`config.mk`:
```
export PLATFORM = sky130hd
export DESIGN_NAME = pwr_seq_top
export DESIGN_NICKNAME = d
export VERILOG_FILES = /design/src/rtl/pwr_seq_pkg.sv /design/src/rtl/settle_timer.sv /design/src/rtl/pwr_seq_fsm.sv /design/src/rtl/pwr_seq_top.sv
export SDC_FILE = /design/constraint.sdc
export NUM_CORES = 1
export LEC_CHECK = 0
export ABC_AREA = 1
export ABC_CLOCK_PERIOD_IN_PS = 1750
export BUFFER_PORTS_ARGS = -buffer_cell sky130_fd_sc_hd__buf_2
export CAP_MARGIN = 20
export CORE_MARGIN = 5
export CORE_UTILIZATION = 60
export DETAILED_ROUTE_END_ITERATION = 7
export PLACE_DENSITY = 0.78
export SETUP_SLACK_MARGIN = 0.4
export SLEW_MARGIN = 10
export SYNTH_ARGS = -nofsm -noshare
export SYNTH_HDL_FRONTEND = slang
export SYNTH_SLANG_ARGS = --single-unit
```
`constraint.sdc`:
```
create_clock -name clk -period 1.75 [get_ports clk]
set_input_delay 0.175 -clock clk [delete_from_list [all_inputs] [get_ports clk]]
set_output_delay 0.175 -clock clk [all_outputs]
set_load 0.1 [all_outputs]
```
`src/rtl/pwr_seq_pkg.sv`:
```
package pwr_seq_pkg;
    typedef enum logic [2:0] {
        ST_RESET    = 3'd0,
        ST_CONFIG   = 3'd1,
        ST_RAMP     = 3'd2,
        ST_WAIT_PLL = 3'd3,
        ST_RUN      = 3'd4
    } seq_state_t;
endpackage

```
`src/rtl/settle_timer.sv`:
```
module settle_timer #(
    parameter int unsigned SETTLE_CYCLES = 16,
    localparam int unsigned CW = $clog2(SETTLE_CYCLES + 1)
) (
    input  logic clk,
    input  logic rst_n,
    input  logic run,
    output logic done
);
    logic [CW-1:0] cnt;

    always_ff @(posedge clk or negedge rst_n) begin
        if (!rst_n)
            cnt <= '0;
        else if (!run)
            cnt <= '0;
        else if (cnt != CW'(SETTLE_CYCLES - 1))
            cnt <= cnt + 1'b1;
    end

    // done is high during the last RAMP cycle
    assign done = run && (cnt == CW'(SETTLE_CYCLES - 1));

    a_r4_no_overflow: assert property (@(posedge clk) disable iff (!rst_n)
        cnt <= CW'(SETTLE_CYCLES - 1));
    a_r4_clear_when_idle: assert property (@(posedge clk) disable iff (!rst_n)
        !run |=> cnt == '0);
endmodule

```
`src/rtl/pwr_seq_fsm.sv`:
```
module pwr_seq_fsm
    import pwr_seq_pkg::*;
(
    input  logic       clk,
    input  logic       rst_n,
    input  logic       pd_bit,
    input  logic       pll_lock,
    input  logic       clk_sel_pll,
    input  logic       settle_done,
    output seq_state_t state
);
    seq_state_t nxt;

    always_comb begin
        nxt = state;
        unique case (state)
            ST_RESET:    nxt = ST_CONFIG;
            ST_CONFIG:   if (!pd_bit) nxt = ST_RAMP;
            ST_RAMP:     if (pd_bit) nxt = ST_CONFIG;
                         else if (settle_done) nxt = clk_sel_pll ? ST_WAIT_PLL : ST_RUN;
            ST_WAIT_PLL: if (pd_bit) nxt = ST_CONFIG;
                         else if (pll_lock) nxt = ST_RUN;
            ST_RUN:      if (pd_bit) nxt = ST_CONFIG;
            default:     nxt = ST_RESET;
        endcase
    end

    always_ff @(posedge clk or negedge rst_n) begin
        if (!rst_n) state <= ST_RESET;
        else        state <= nxt;
    end

    a_r3_leave_config: assert property (@(posedge clk) disable iff (!rst_n)
        (state == ST_CONFIG && !pd_bit) |=> state == ST_RAMP);
    a_r8_pd_returns: assert property (@(posedge clk) disable iff (!rst_n)
        (state inside {ST_RAMP, ST_WAIT_PLL, ST_RUN} && pd_bit) |=> state == ST_CONFIG);
    a_r6_hold_unlocked: assert property (@(posedge clk) disable iff (!rst_n)
        (state == ST_WAIT_PLL && !pll_lock && !pd_bit) |=> state == ST_WAIT_PLL);
endmodule

```
`src/rtl/pwr_seq_top.sv`:
```
module pwr_seq_top
    import pwr_seq_pkg::*;
#(
    parameter int unsigned CLK_HZ   = 100_000_000,
    parameter int unsigned SETTLE_US = 80_000,
    parameter int unsigned SETTLE_CYCLES = (CLK_HZ / 1_000_000) * SETTLE_US
) (
    input  logic clk,
    input  logic rst_pin_n,
    input  logic pd_bit,
    input  logic pll_lock,
    input  logic clk_sel_pll,
    output logic regs_rst,
    output logic ctl_port_en,
    output logic low_power,
    output logic port_mute,
    output logic conv_mute,
    output logic sdout_en
);
    seq_state_t state;
    logic       settle_done;
    logic       ramp_active;

    assign ramp_active = (state == ST_RAMP) && !pd_bit;

    settle_timer #(.SETTLE_CYCLES(SETTLE_CYCLES)) u_timer (
        .clk  (clk),
        .rst_n(rst_pin_n),
        .run  (ramp_active),
        .done (settle_done)
    );

    pwr_seq_fsm u_fsm (
        .clk        (clk),
        .rst_n      (rst_pin_n),
        .pd_bit     (pd_bit),
        .pll_lock   (pll_lock),
        .clk_sel_pll(clk_sel_pll),
        .settle_done(settle_done),
        .state      (state)
    );

    always_comb begin
        regs_rst    = 1'b1;
        ctl_port_en = 1'b0;
        low_power   = 1'b1;
        port_mute   = 1'b1;
        conv_mute   = 1'b1;
        sdout_en    = 1'b0;
        if (rst_pin_n) begin
            unique case (state)
                ST_RESET: ;
                ST_CONFIG: begin
                    regs_rst    = 1'b0;
                    ctl_port_en = 1'b1;
                end
                ST_RAMP, ST_WAIT_PLL: begin
                    regs_rst    = 1'b0;
                    ctl_port_en = 1'b1;
                    low_power   = 1'b0;
                end
                ST_RUN: begin
                    regs_rst    = 1'b0;
                    ctl_port_en = 1'b1;
                    low_power   = 1'b0;
                    port_mute   = 1'b0;
                    conv_mute   = 1'b0;
                    sdout_en    = !clk_sel_pll || pll_lock;
                end
                default: ;
            endcase
        end
    end

    a_r1_reset_forces: assert property (@(posedge clk)
        !rst_pin_n |-> (regs_rst && low_power && port_mute && conv_mute && !sdout_en && !ctl_port_en));
    a_r4_enable_implies_unmuted: assert property (@(posedge clk) disable iff (!rst_pin_n)
        sdout_en |-> (!port_mute && !conv_mute && !low_power));
    a_r2_config_after_release: assert property (@(posedge clk) disable iff (!rst_pin_n)
        $rose(ctl_port_en) |-> regs_rst == 1'b0);
endmodule

```
## Word level (Yosys, flattened, before mapping)

Cells that the tools add are included.

| storage, ports and cells | value |
|---|---|
| register bits | 26 |
| output and inout port bits | 6 |

| operators by class | value |
|---|---|
| $add $sub $neg | 1 |
| eq/ne operators | 11 |
| multiplexer cells | 20 |
| reduce and logical (&&, ||, !) cells | 9 |

Operators by type and width:

| kind | count |
|---|---|
| 23-bit two-way mux | 2 |
| 23-bit by 1-bit adder with 23-bit output, second input constant | 1 |
| 23-bit == test, second input constant | 1 |
| 23-bit inequality test, second input constant | 1 |
| 3-bit two-way mux | 7 |
| 3-bit case mux with 5 select lines | 1 |
| 1-bit two-way mux | 10 |
| 3-bit by 2-bit == test with 1-bit output, second input constant | 2 |
| 2-bit inequality test, second input constant | 3 |
| 3-bit inequality test, second input constant | 2 |
| 4-bit AND reduction | 1 |
| 4-bit OR reduction | 1 |
| 3-bit by 1-bit == test with 1-bit output, second input constant | 1 |
| 3-bit == test, second input constant | 1 |
| 3-bit zero test | 1 |
| 3-bit OR reduction | 1 |
| 1-bit logical AND | 2 |
| 1-bit zero test | 2 |
| 1-bit logical OR | 1 |

## Logic depth before layout (Yosys ltp)

Gate-level depths: netlist of the first run.

| logic depth | value |
|---|---|
| word-level depth | 6 |
| depth in mapped cells | 9 |
| depth with buffers taken out | 9 |

## Hierarchy

From an unflattened synthesis of the first run, not the netlist that was laid out.

| unflattened totals | value |
|---|---|
| cells, all modules | 285 |
| area, all modules | 1,838.0 um^2 |

By module, submodules not included:

| module | times used | cells an instance | area an instance (um^2) | sequential area each (um^2) |
|---|---|---|---|---|
| settle_timer | 1 | 222 | 1,490.2 | 575.6 |
| pwr_seq_fsm | 1 | 41 | 235.2 | 75.1 |
| pwr_seq_top | 1 | 22 | 112.6 | 0.0 |

## Worst setup path after synthesis of the first run

No wires, ideal clock.

| timing path | value |
|---|---|
| kind | register to output |
| start point | reg u_fsm.state[0] |
| end point | out ctl_port_en |
| arrival | 4,114 ps |
| data required time | 1,575 ps |
| slack | -2,539 ps |
| stages on the path, launching flop included | 6 |
| cell sequence | dfrtp_1 inv_1 nand3_1 nand2_1 o21ai_0 inv_1 |

| between the ends | value |
|---|---|
| word-level cells in the longest chain between the ends | 4 |

Ends and longest elaborated chain:

| what | RTL line | source |
|---|---|---|
| from (decl) | pwr_seq_fsm.sv:10 | `output seq_state_t state` |
| from (signal assigned) | pwr_seq_fsm.sv:30 | `else state <= nxt;` |
| 3-bit by 2-bit == test with 1-bit output (tied with other cells) | pwr_seq_top.sv:51 | `unique case (state)` |
| 4-bit OR reduction (no source line) (*) | -- |  |
| 1-bit two-way mux (*) | pwr_seq_top.sv:51 |  |
| 1-bit two-way mux (*) | pwr_seq_top.sv:50 | `if (rst_pin_n) begin` |
| to (decl) | pwr_seq_top.sv:14 | `output logic ctl_port_en,` |

Mark *: on every way between the ends. The rest lies on a longest branch, timed or not.

## Final worst setup path of the first run

| timing path | value |
|---|---|
| start point | reg u_fsm.state[2] |
| end point | out ctl_port_en |

The elaborated chain is that of the path after synthesis.

==> results of run 1 <==
==> sequential cells by signal, indices dropped and copies added (netlist names) <==
name	cells
u_timer.cnt	23
u_fsm.state	3
==> cells in the final DEF, fill, tap and decap left out, drive strengths merged <==
master | Yosys | layout
nand2 | 79 | 79
nor2 | 49 | 49
inv | 34 | 34
buf | 4 | 27
dfrtp | 26 | 26
nand3 | 25 | 25
o21ai | 9 | 9
a21oi | 7 | 7
nand4 | 4 | 4
a31oi | 4 | 4
xor2 | 4 | 4
nor3 | 4 | 4
or2 | 3 | 3
clkbuf | 0 | 3
dlygate4sd3 | 0 | 2
a21boi | 1 | 1
nand3b | 1 | 1
o211ai | 1 | 1
o22ai | 1 | 1
ha | 1 | 1
bufinv | 0 | 1
==> through the flow <==
stage                     setup slack (ps)  total power (W)  hold slack, ps  cells
after floorplan                     -864.5         0.001315          -120.6    257
final                                97.39         0.002207           232.9    319
after CTS                            174.3         0.002128           204.7    317
after detailed placement             275.0         0.001471           151.0    298
after global routing                 28.28         0.002295           229.8    319
after global placement               307.1         0.001460           148.5    298
==> worst max-delay path, delay by kind of cell, from the launching register on <==
family                 cells  cell delay, ps
AO/OA/AOI/OAI              1             200
buffers and inverters      4             370
flip-flops                 1             460
AND/OR/NAND/NOR            1             100
==> Yosys cell counts <==
cell | n | area (sq um)
sky130_fd_sc_hd__nand3_4 | 1 | 17.52
sky130_fd_sc_hd__nor2_2 | 2 | 12.51
sky130_fd_sc_hd__nor2_1 | 41 | 153.9
sky130_fd_sc_hd__o211ai_1 | 1 | 7.510
sky130_fd_sc_hd__nand3b_1 | 1 | 7.510
sky130_fd_sc_hd__a21boi_1 | 1 | 7.510
sky130_fd_sc_hd__o21ai_0 | 4 | 20.02
sky130_fd_sc_hd__inv_2 | 5 | 18.77
sky130_fd_sc_hd__o21ai_1 | 4 | 20.02
sky130_fd_sc_hd__nand4_1 | 4 | 25.02
sky130_fd_sc_hd__nand3_2 | 3 | 30.03
sky130_fd_sc_hd__buf_6 | 1 | 11.26
sky130_fd_sc_hd__nor3_1 | 2 | 10.01
sky130_fd_sc_hd__a31oi_1 | 4 | 25.02
sky130_fd_sc_hd__o22ai_1 | 1 | 6.260
sky130_fd_sc_hd__nor2_8 | 2 | 40.04
sky130_fd_sc_hd__nand2_2 | 5 | 31.28
sky130_fd_sc_hd__dfrtp_1 | 26 | 650.6
sky130_fd_sc_hd__buf_2 | 2 | 10.01
sky130_fd_sc_hd__a21oi_2 | 1 | 8.760
sky130_fd_sc_hd__nand2_1 | 72 | 270.3
sky130_fd_sc_hd__nand2_4 | 2 | 22.52
sky130_fd_sc_hd__o21ai_2 | 1 | 8.760
sky130_fd_sc_hd__inv_1 | 29 | 108.9
sky130_fd_sc_hd__a21oi_1 | 6 | 30.03
sky130_fd_sc_hd__or2_2 | 3 | 18.77
sky130_fd_sc_hd__nor2_4 | 4 | 45.04
sky130_fd_sc_hd__ha_1 | 1 | 12.51
sky130_fd_sc_hd__xor2_1 | 4 | 35.03
sky130_fd_sc_hd__nand3_1 | 21 | 105.1
sky130_fd_sc_hd__buf_4 | 1 | 7.510
sky130_fd_sc_hd__nor3_4 | 2 | 32.53
==> where the power goes <==
part | internal (W) | leakage, nW | switching, W | total (W)
clock | 0.000232 | 0.0279 | 0.000197 | 0.000429
combinational | 0.000394 | 0.680 | 0.000690 | 0.00108
sequential | 0.000642 | 0.349 | 0.0000520 | 0.000695
total | 0.00127 | 1.06 | 0.000939 | 0.00221
==> cells by family (layout without fill, tap and decap cells) <==
| logic type | count (synthesis) | in the layout | share of synthesized area [%] |
|---|---|---|---|
| DFF | 26 | 26 | 35.94 |
| adders and majority gates | 1 | 1 | 0.6910 |
| buffers and inverters | 38 | 67 | 8.639 |
| xor gates and xnor gates | 4 | 4 | 1.935 |
| and+or+nand+nor | 165 | 165 | 45.40 |
| AOI/OAI and AO/OA | 23 | 23 | 7.395 |
==> worst min-delay path by stage <==
stage	slack, ps	start	to	depth (start not counted)
6_report	230	pll_lock	u_fsm.state[1]	4
5_1_grt	230	pd_bit	u_timer.cnt[2]	4
4_1_cts	200	pll_lock	u_fsm.state[1]	4
3_5_place_dp	150	rst_pin_n	u_timer.cnt[1]	2
3_3_place_gp	150	rst_pin_n	u_fsm.state[1]	2
2_1_floorplan	-120	rst_pin_n	u_fsm.state[0]	0
==> what timing repair did <==
| item | in CTS | in global routing |
|---|---|---|
| setup endpoints to repair | 32 | 32 |
| hold endpoints to repair | 26 | 0 |
| buffers inserted | 13 | 2 |
| gates resized for setup | 36 | 11 |
| pin swaps | 12 | 4 |
| hold buffers | 2 | 0 |
==> area by class of cell <==
class	instances	area share [%]
well taps	33	1.796
inverters	34	5.988
clock buffers	3	0.9799
repair buffers	29	11.70
flip-flops and latches	26	28.69
multi-input cells	193	49.54
clock inverters	1	1.306
==> metal layers <==
| metal | vias up | global-route usage [%] | share of wire (%) |
|---|---|---|---|
| met5 | - | 0 | 0 |
| met4 | 0 | 10.82 | 3.0 |
| met3 | 18 | 2.946 | 3.7 |
| met2 | 51 | 37.04 | 49 |
| met1 | 788 | 28.98 | 44 |
| li1 | 869 | - | - |
==> results.txt, run 1 <==
- For this run, the detailed router's first-pass iteration total came to 4.
- Clock latency on the worst-skew pair, taken at its later pin, is 340 ps.
- Clock-pin slew was measured on the worst setup and hold paths at 160 ps.
- Number of placement rows: 20
- After detailed routing, the number of remaining DRC violations is 0.
* Portion of the clock cycle consumed by the worst path in the final layout: 94.44%
- Following the worst setup path forward leads to its endpoint at ctl_port_en.
- Routability-driven placement finished with a final weighted congestion of 0.9158.
- CTS built an H-tree with a depth of 1.
* Distinct cell type count after synthesis: 32
* Total leakage power: 1.057 nW
- Setup repair after global routing missed its margin: yes
* Hold Violations, Final: 0
- Post-synthesis to final-layout area growth: 26.95%
- TritonCTS built the clock tree.
- Net count of the mapped netlist: 263
- Counting the buffers created by CTS gives 3.
- Placeable core area: 2978 sq um
* FF+latch area: 659.4 sq um
- For this configuration, the core starts out at a cell density of 60.80%.
* Startpoint of the worst register-to-register path: u_fsm.state[1]
* Share of the core filled with cells: 77.18%
- The routed design could run at a clock period as short as 1653 ps.
* Detailed Route WL: 4.514 mm
* Worst setup path startpoint: u_fsm.state[2]
- Headroom to the max-slew limit came out at 59.12%.
* Worst R2R Setup Slack: 240 ps
- Estimated wirelength of the detail-placed design: 2.982 mm
- Flip-flop and latch count after synthesis: 26
* Hold/Removal Path Class: in2reg
- Critical path arrival: 1480 ps
* Yosys warnings: 0
* Standard cell area after detailed placement: 1966 sq um
- Delay of the slowest cell on the worst path: 460 ps
- Each instance of the synthesized netlist takes up on average 7.045 sq um.
- STA classifies the critical path startpoint as a register.
- Result of the run: finished clean
- Critical Path, Cell by Cell: inv_2 > nand3_2 > inv_2 > o21ai_4 > inv_2 > buf_12
- In this run the tool buffered the top-level ports with 10 buffer cells.
- Across the routed clock network, the largest skew measured is 14.11 ps.
- ANT nets after route: 0
* VDD IR-drop max: 1009 uV
* First-pass GRT wire length: 7.431 mm
* Share of layout cells above drive strength 1: 33.92%
- Max_cap viols: 0
- Derived from the worst setup path, the maximum achievable clock frequency is 0.6051 GHz.
- Global routing used 22.50% of the available tracks.
* Sum of negative setup slack: 0 ps
* Areal power density over the cells: 960.1 nW/um^2
- The largest individual stage delay along the critical path comes from the cell sky130_fd_sc_hd__dfrtp_2.
- By instance count, the cell type seen most on the critical path is sky130_fd_sc_hd__inv_2.
- In the final design database the tool counted 293 nets.
- The via count of the first global-routing pass is 1,720.
* Largest fanout on the critical path: 5
* Global-route congestion overflow total: 0
- The routed layout has 1,726 vias.
- Max Transition Viols Final: 0
- Chip height: 64.93 microns
- I/O pin cnt: 11
- DR WL/cell: 14.15 microns
- Setup violations remaining at the end of the flow were counted as 0.
- The number of antenna diodes in the final layout is 0.
* Width of the die: 64.93 microns
* Measured slew at the worst slew-check pin: 611.1 ps
- Counting cells, the worst reg-to-reg path comes to 10.
* Buffer levels on the longest clock path: 2
* Critical setup path kind: reg2out
* Pin count of the biggest net entering global routing: 16
* Seq/Total Area, Yosys: 35.94%
- Cell at the root of the clock tree: sky130_fd_sc_hd__clkbuf_4
* Average via count per standard cell: 5.411
* Post-synthesis cell area: 1810 sq um
- Post-layout instance area: 2298 sq um
- The endpoint identified for the worst register-to-register timing path is u_timer.cnt[1].
- The initial antenna violation count is 0.
- WP data required: 1570 ps
- Synthesized instance count: 257
- STA classifies the critical path endpoint as a primary output.
- First DRT Iteration DRCs: 132
- Multi-input gate area in the final layout: 1139 sq um
- The die covers 4216 sq um.
- Filler cells: 208
- TritonCTS Sinks: 26
No activity file was read; power rests on OpenSTA's default activity.
==> inputs of run 2 (changes only) <==
--- a/config.mk
+++ b/config.mk
@@ -12,4 +12,5 @@
 export CORE_MARGIN = 5
 export CORE_UTILIZATION = 60
+export CTS_CLUSTER_DIAMETER = 60
 export DETAILED_ROUTE_END_ITERATION = 7
 export PLACE_DENSITY = 0.78
@@ -19,2 +20,3 @@
 export SYNTH_HDL_FRONTEND = slang
 export SYNTH_SLANG_ARGS = --single-unit
+export TNS_END_PERCENT = 1
==> constraint.sdc (replaced) <==
create_clock -name clk -period 1.75 [get_ports clk]
set_input_delay 0.2625 -clock clk [delete_from_list [all_inputs] [get_ports clk]]
set_output_delay 0.2625 -clock clk [all_outputs]
set_load 0.1 [all_outputs]
==> run 2 against run 1 <==
  * Register-to-register slack got worse by 150 ps
  * Global-route usage down 0.51 points
  * First-iteration DRC count fell by 26%
  * Clock power shrank 2%
  * Maximum frequency down 1.3%
  * Critical path depth fell by 2
  * Die area did not move
  * Critical path type unchanged
  * Largest power group unchanged
==> results.txt, run 2 (synthesized netlist as in run 1, its figures left out) <==
* Result of the run: finished clean (unchanged)
- The clock transition time at the flip-flop clock pins of the worst setup and hold paths is 150 ps (was 160 ps).
- Detailed Route WL: 4.137 mm (was 4.514 mm)
* Final-report setup violation count: 0 (unchanged)
* Global-route total usage across every layer: 21.99% (was 22.50%)
- The area enclosed by the die boundary came to 4216 sq um (unchanged).
- Global-route congestion overflow total: 0 (unchanged)
- The via count of the first global-routing pass is 1,522 (was 1,720).
- The total vias in the final route was 1,642 (was 1,726).
- The power density over cell area was 958.8 nW/um^2 (was 960.1 nW/um^2).
- First DRT Iteration DRCs: 98 (was 132)
- The maximum clock path buffer count was 2 (unchanged).
- Nets: 283 (was 293)
- The initial antenna violation count was 0 (unchanged).
- The biggest fanout along the worst timing path is 4 (was 5).
- Regs by FF count: u_timer.cnt: 23 flops, u_fsm.state: 3 flops (unchanged)
* Number of placement rows: 20 (unchanged)
- Portion of the clock cycle consumed by the worst path in the final layout: 95.71% (was 94.44%)
* Antenna diode instance count: 0 (unchanged)
- Kind of start point of the critical path: register (unchanged)
- The arrival time at the worst endpoint is 1410 ps (was 1480 ps).
- The height of the chip is 64.93 microns (unchanged).
- The width of the chip was 64.93 microns (unchanged).
- I/O pin cnt: 11 (unchanged)
* Critical setup path kind: reg2out (unchanged)
- The average wire per cell in the routed design was 13.39 microns (was 14.15 microns).
- The via density per instance was 5.314 (was 5.411).
- The final weighted congestion of routability-driven global placement was 0.9334 (was 0.9158).
- The reported leakage power was 1.008 nW (was 1.057 nW).
* First-pass GRT wire length: 7.169 mm (was 7.431 mm)
- The transition time of the tightest slew-check pin is 469.5 ps (was 611.1 ps).
- VDD IR-drop max: 889.9 uV (was 1009 uV)
* DRC Markers: 0 (unchanged)
- Worst setup slack after placement: 143.3 ps (was 275.0 ps)
- The number of input and output port buffers inserted came to 10 (unchanged).
* Final worst setup slack: 74.99 ps (was 97.39 ps)
* ANT nets after route: 0 (unchanged)
- Max_cap viols: 0 (unchanged)
* Estimated wirelength of the detail-placed design: 3.156 mm (was 2.982 mm)
* Num CTS Buffers: 3 (unchanged)
* Most frequent standard cell in the layout excluding fill and tap cells: sky130_fd_sc_hd__nand2_1 (unchanged)
* Worst-skew pair later-pin latency: 330 ps (was 340 ps)
* Worst max-slew margin expressed relative to the limit: 68.60% (was 59.12%)
- The total placed cells including tap cells came to 298 (unchanged).
- Hold Violations, Final: 0 (unchanged)
- The TritonCTS clock tree is built (unchanged).
* Standard cell area after detailed placement: 1961 sq um (was 1966 sq um)
* Max Transition Viols Final: 0 (unchanged)
* CP endpoint kind: primary output (unchanged)
* Shortest clock period the worst path allows after layout: 1675 ps (was 1653 ps)
- The initial standard-cell utilization of the core was 60.80% (unchanged).
- The post-layout instance area was 2161 sq um (was 2298 sq um).
- The final clock skew is 5.016 ps (was 14.11 ps).
- Share of layout cells above drive strength 1: 27.54% (was 33.92%)
* Count of placed standard cells in the final layout, fillers left out: 309 (was 319)
- Fmax: 0.5970 GHz (was 0.6051 GHz)
- WP data required: 1490 ps (was 1570 ps)
* Post-synthesis to final-layout area growth: 19.35% (was 26.95%)
* Hold/Removal Path Class: in2reg (unchanged)
- Highest-count cells in the layout ignoring fill and taps: sky130_fd_sc_hd__nand2_1, sky130_fd_sc_hd__nor2_1, sky130_fd_sc_hd__inv_1 (unchanged)
* Pin count of the biggest net entering global routing: 20 (was 16)
- Detailed-routing iteration count for the pre-antenna-repair pass: 4 (unchanged)
* Setup repair after global routing missed its margin: yes (unchanged)
- The standard cell core area is 2978 sq um (unchanged).
- Cell at the root of the clock tree: sky130_fd_sc_hd__clkbuf_4 (unchanged)
- The total number of H-tree levels is 1 (unchanged).
* Overall power after layout: 0.002072 W (was 0.002207 W)
- Max FFs per register: 23 (unchanged)
* Sum of negative setup slack: 0 ps (unchanged)
* Largest Register: u_timer.cnt (unchanged)
* TritonCTS Sinks: 26 (unchanged)
[run 2: changes by cell type in the layout (fill, tap and decap cells not counted), sizes merged]
cell  previous run  this run
buf             27        17
[run 2: metrics by stage]
stage | utilization, % | hold WS, ps
2_1_floorplan | - | -33.09
3_3_place_gp | 65.84 | 249.0
3_5_place_dp | 65.84 | 245.3
4_1_cts | 70.34 | 258.9
5_1_grt | 72.56 | 277.8
6_report | 72.56 | 253.1
[run 2: what timing repair did]
item / in CTS / in global routing
setup endpoints to repair: 32 / 32
endpoints found under the hold margin: 26 / 0
hold buffers: 2 / 0
buffers inserted: 5 / 0
cloned: 0 / 0
pin swaps: 4 / 12
gates resized for setup: 10 / 18
[run 2: layout make-up]
cell class                 count  area (sq um)
sequential                    26         654.4
tap                           33         41.29
fill                         240         817.0
clock inverter                 1         30.03
multi-input combinational    193          1095
timing repair buffer          19         187.7
clock buffer                   3         22.52
inverter                      34         130.1
[run 2: worst paths after layout]
kind	start	to	slack [ps]	cells after the start
worst max-delay path	u_fsm.state[0]	sdout_en	70	4
worst min-delay path	pll_lock	u_fsm.state[1]	250	4
worst max register to register	u_fsm.state[0]	u_timer.cnt[0]	90	8
worst min register to register	u_timer.cnt[5]	u_timer.cnt[5]	570	1
max in group asynchronous	rst_pin_n	u_timer.cnt[0]	840	3
min in group asynchronous	rst_pin_n	u_timer.cnt[12]	430	3
[run 2: routing by layer]
| metal | track usage [%] | wire length [microns] |
|---|---|---|
| met1 | 30.50 | 1915 |
| met2 | 34.61 | 2005 |
| met3 | 3.640 | 128 |
| met4 | 7.388 | 89 |
| met5 | 0 | 0 |
[run 2: critical path: stages, from the launching register on]
cell and delay (ps):
sky130_fd_sc_hd__dfrtp_2 460, sky130_fd_sc_hd__inv_2 80, sky130_fd_sc_hd__nand4_1 200, sky130_fd_sc_hd__nor2_4 160
sky130_fd_sc_hd__buf_12 180
[run 2: report_power, final]
part           switching, W  internal [W]  leakage [nW]
Sequential        0.0000526      0.000642         0.355
Combinational      0.000618      0.000340         0.625
Clock              0.000187      0.000232        0.0279
==> inputs of run 3 (changes only) <==
- ABC_CLOCK_PERIOD_IN_PS: 1750 -> 1600
- CAP_MARGIN: 20 -> default
- MAX_ROUTING_LAYER: default -> met4
- clock period: 1.75 -> 1.6 ns (I/O delays scaled with it)
==> run 3 against run 2 <==
  * The run now ends with setup timing left
  * Register-to-register slack lost 120 ps
  * Sequential cell count is the same
  * Total power grew 4.4%
  * Critical path type unchanged
  * Via count grew 4.6%
  * Utilization shrank 0.42 points
  * Critical endpoint unchanged
  * Highest routed layer unchanged
  * First-iteration DRC count grew 27%
  * Count of clock-buffer cells in the layout grew 1
  * Clock power shrank 29%
==> results.txt, run 3 (synthesized netlist as in run 1, its figures left out) <==
- Hold/Removal Path Class: in2async (was in2reg)
* Share of layout cells above drive strength 1: 24.64% (was 27.54%)
- DRC Markers: 0 (unchanged)
- Post-synthesis to final-layout area growth: 18.66% (was 19.35%)
* Failing checks: setup timing
* Fmax: 0.5894 GHz
- The reg-to-reg critical path endpoint was u_timer.cnt[1] (was u_timer.cnt[0]).
- ANT nets after route: 0 (unchanged)
- The initial standard-cell utilization of the core was 60.80% (unchanged).
- CP endpoint kind: primary output (unchanged)
* Cell Count Post-Placement: 301 (was 298)
- Worst R2R Setup Slack: -30 ps (was 90 ps)
- Critical path arrival: 1460 ps (was 1410 ps)
- The highest-delay cell along the critical path is sky130_fd_sc_hd__dfrtp_2 (unchanged).
- First DRT Iteration DRCs: 124 (was 98)
- Delay of the slowest cell on the worst path: 470 ps (was 460 ps)
* Measured slew at the worst slew-check pin: 397.8 ps (was 469.5 ps)
- Length in cells of the worst reg-to-reg path: 8 (unchanged)
- Standard cell area after detailed placement: 2013 sq um (was 1961 sq um)
- The height of the chip came to 64.93 microns (unchanged).
* Nets: 287 (was 283)
- The half-perimeter wire length after placement came to 3.134 mm (was 3.156 mm).
* WP data required: 1360 ps (was 1490 ps)
- Highest-count cells in the layout ignoring fill and taps: sky130_fd_sc_hd__nand2_1, sky130_fd_sc_hd__nor2_1, sky130_fd_sc_hd__inv_1 (unchanged)
- Most frequent standard cell in the layout excluding fill and tap cells: sky130_fd_sc_hd__nand2_1 (unchanged)
- Num CTS Buffers: 3 (unchanged)
- The number of clock sinks seen by CTS is 26 (unchanged).
- Count of placed standard cells in the final layout, fillers left out: 313 (was 309)
- The final routed wirelength across all metal layers came to 4.406 mm (was 4.137 mm).
- Critical Path, Cell by Cell: inv_2 > nand4_1 > buf_6 > nor2_4 > buf_12 (was inv_2 > nand4_1 > nor2_4 > buf_12).
- Global-route congestion overflow total: 0 (unchanged)
- Part of the total power dissipated in sequential elements: 35.0% (was 33.5%)
- The biggest fanout along the worst timing path came to 4 (unchanged).
* H-tree level count: 1 (unchanged)
* Pin count of the biggest net entering global routing: 20 (unchanged)
- Via count of the first global-routing pass: 1,719 (was 1,522)
* Critical setup path kind: reg2out (unchanged)
- Overall power after layout: 0.002163 W (was 0.002072 W)
* Max FFs per register: 23 (unchanged)
- Total vias in the final route: 1,717 (was 1,642)
- The post-placement setup slack was 106.0 ps (was 143.3 ps).
- The post-layout instance area is 2148 sq um (was 2161 sq um).
- Regs by FF count: u_timer.cnt: 23 flops, u_fsm.state: 3 flops (unchanged).
* Number of placement rows: 20 (unchanged)
* First-pass GRT wire length: 7.672 mm (was 7.169 mm)
- Placeable core area: 2978 sq um (unchanged)
- The worst vdd rail ir drop came to 1002 uV (was 889.9 uV).
- Die area: 4216 sq um (unchanged)
* Cell at the root of the clock tree: sky130_fd_sc_hd__clkbuf_4 (unchanged)
- The via density per instance is 5.486 (was 5.314).
- The source-to-sink clock delay at the later pin of the worst-skew pair is 330 ps (about the same).
- The antenna cell count was 0 (unchanged).
- The category of the worst setup path launch point is a register (unchanged).
- Proportion of power drawn by combinational gates: 51.3% (was 46.2%)
- Fraction of power spent switching nets: 44.60% (was 41.41%)
* DR WL/cell: 14.08 microns (was 13.39 microns)
- The smallest hold slack is 45.15 ps (was 253.1 ps).
- The number of ports placed on the die boundary is 11 (unchanged).
- The number of pins with negative max-slew slack in the final report is 0 (unchanged).
- Areal power density over the cells: 1007 nW/um^2 (was 958.8 nW/um^2)
- Final worst setup slack: -96.53 ps (was 74.99 ps)
- The global router's overall resource usage came to 24.02% (was 21.99%).
* Clock-pin transition on the worst setup and hold timing paths: 140 ps (was 150 ps)
* Largest Register: u_timer.cnt (unchanged)
* Post-Route Skew: 2.620 ps (was 5.016 ps)
- The number of filler instances in the final layout is 232 (was 240).
- Final GP Congestion: 0.9338 (was 0.9334)
- Max_cap viols: 0 (unchanged)
* Final-report setup violation count: 9 (was 0)
- Shortest clock period the worst path allows after layout: 1697 ps
- Result of the run: finished with violations (was finished clean)
* Internal power: 0.001198 W (was 0.001214 W)
* Initial antenna violation count: 0 (unchanged)
- The number of iterations in the first detailed-routing pass was 4 (unchanged).
- Total leakage power: 1.034 nW (was 1.008 nW)
* Clock share of power: 13.7% (was 20.2%)
- Buffer levels on the longest clock path: 2 (unchanged)
* Hold Violations, Final: 0 (unchanged)
* Port Buf Inserts: 10 (unchanged)
- The width of the chip was 64.93 microns (unchanged).
- Worst max-slew margin expressed relative to the limit: 73.28% (was 68.60%)
- The switching power was 0.0009645 W (was 0.0008580 W).
- Setup repair after global routing missed its margin: yes (unchanged)
* Portion of the clock cycle consumed by the worst path in the final layout: 106.0%
- Startpoint of the worst register-to-register path: u_fsm.state[0] (unchanged)
- TritonCTS clock tree: built (unchanged)
[run 3: cell types whose count changed in the layout (fill, tap and decap cells not counted), sizes merged]
cell / before / now
buf: 17 / 22
bufinv: 1 / 0
clkbuf: 3 / 4
dlygate4sd3: 2 / 1
[run 3: metal layers]
layer,share of wire (%),vias up,global-route usage (%)
li1,-,853,-
met5,0,-,-
met4,1.7,0,7.652
met3,3.4,9,2.600
met2,52,34,42.40
met1,43,821,28.59
[run 3: power by group through the flow]
stage               registers (W)  logic (W)  clock network (W)
floorplan                0.000767   0.000631                  0
global placement         0.000769   0.000888                  0
detailed placement       0.000773   0.000905                  0
CTS                      0.000748    0.00107           0.000305
global route             0.000761    0.00118           0.000332
finish                   0.000758    0.00111           0.000296
[run 3: how the worst max path moves through the flow]
stage / slack, ps / depth (start not counted) / end / start
final: -100 / 5 / sdout_en / u_fsm.state[0]
after global routing: -150 / 5 / sdout_en / u_fsm.state[1]
after CTS: -60 / 5 / sdout_en / u_fsm.state[1]
after detailed placement: 110 / 8 / u_fsm.state[0] / u_timer.cnt[1]
after global placement: 130 / 8 / u_fsm.state[2] / u_timer.cnt[1]
after floorplan: -1080 / 3 / sdout_en / u_fsm.state[0]
[run 3: critical path, delay by kind of cell (launching register included)]
kind          cells  cell delay [ps]
buf+inv           3              430
simple gates      2              220
flops             1              470
[run 3: repair_timing]
item | 4_1_cts | 5_1_grt
pin swaps | 12 | 6
resized for setup | 10 | 5
setup buffers | 7 | 0
hold buffers | 1 | 0
endpoints found under the setup margin | 32 | 32
endpoints found under the hold margin | 7 | 0
[run 3: cell type report]
| cell class | instances | area, sq um | share of cell area (%) |
|---|---|---|---|
| Multi-Input combinational cell | 193 | 1054 | 49.04 |
| Sequential cell | 26 | 653.1 | 30.40 |
| Timing Repair Buffer | 23 | 244.0 | 11.36 |
| Inverter | 34 | 130.1 | 6.057 |
| Tap cell | 33 | 41.29 | 1.922 |
| Clock buffer | 4 | 26.28 | 1.223 |
[run 3: through the flow]
step,TNS [ps],utilization [%]
6_report,-274.7,72.14
5_1_grt,-1642,72.14
4_1_cts,-141.6,71.76
3_5_place_dp,0,67.61
3_3_place_gp,0,67.61
2_1_floorplan,-2995,-
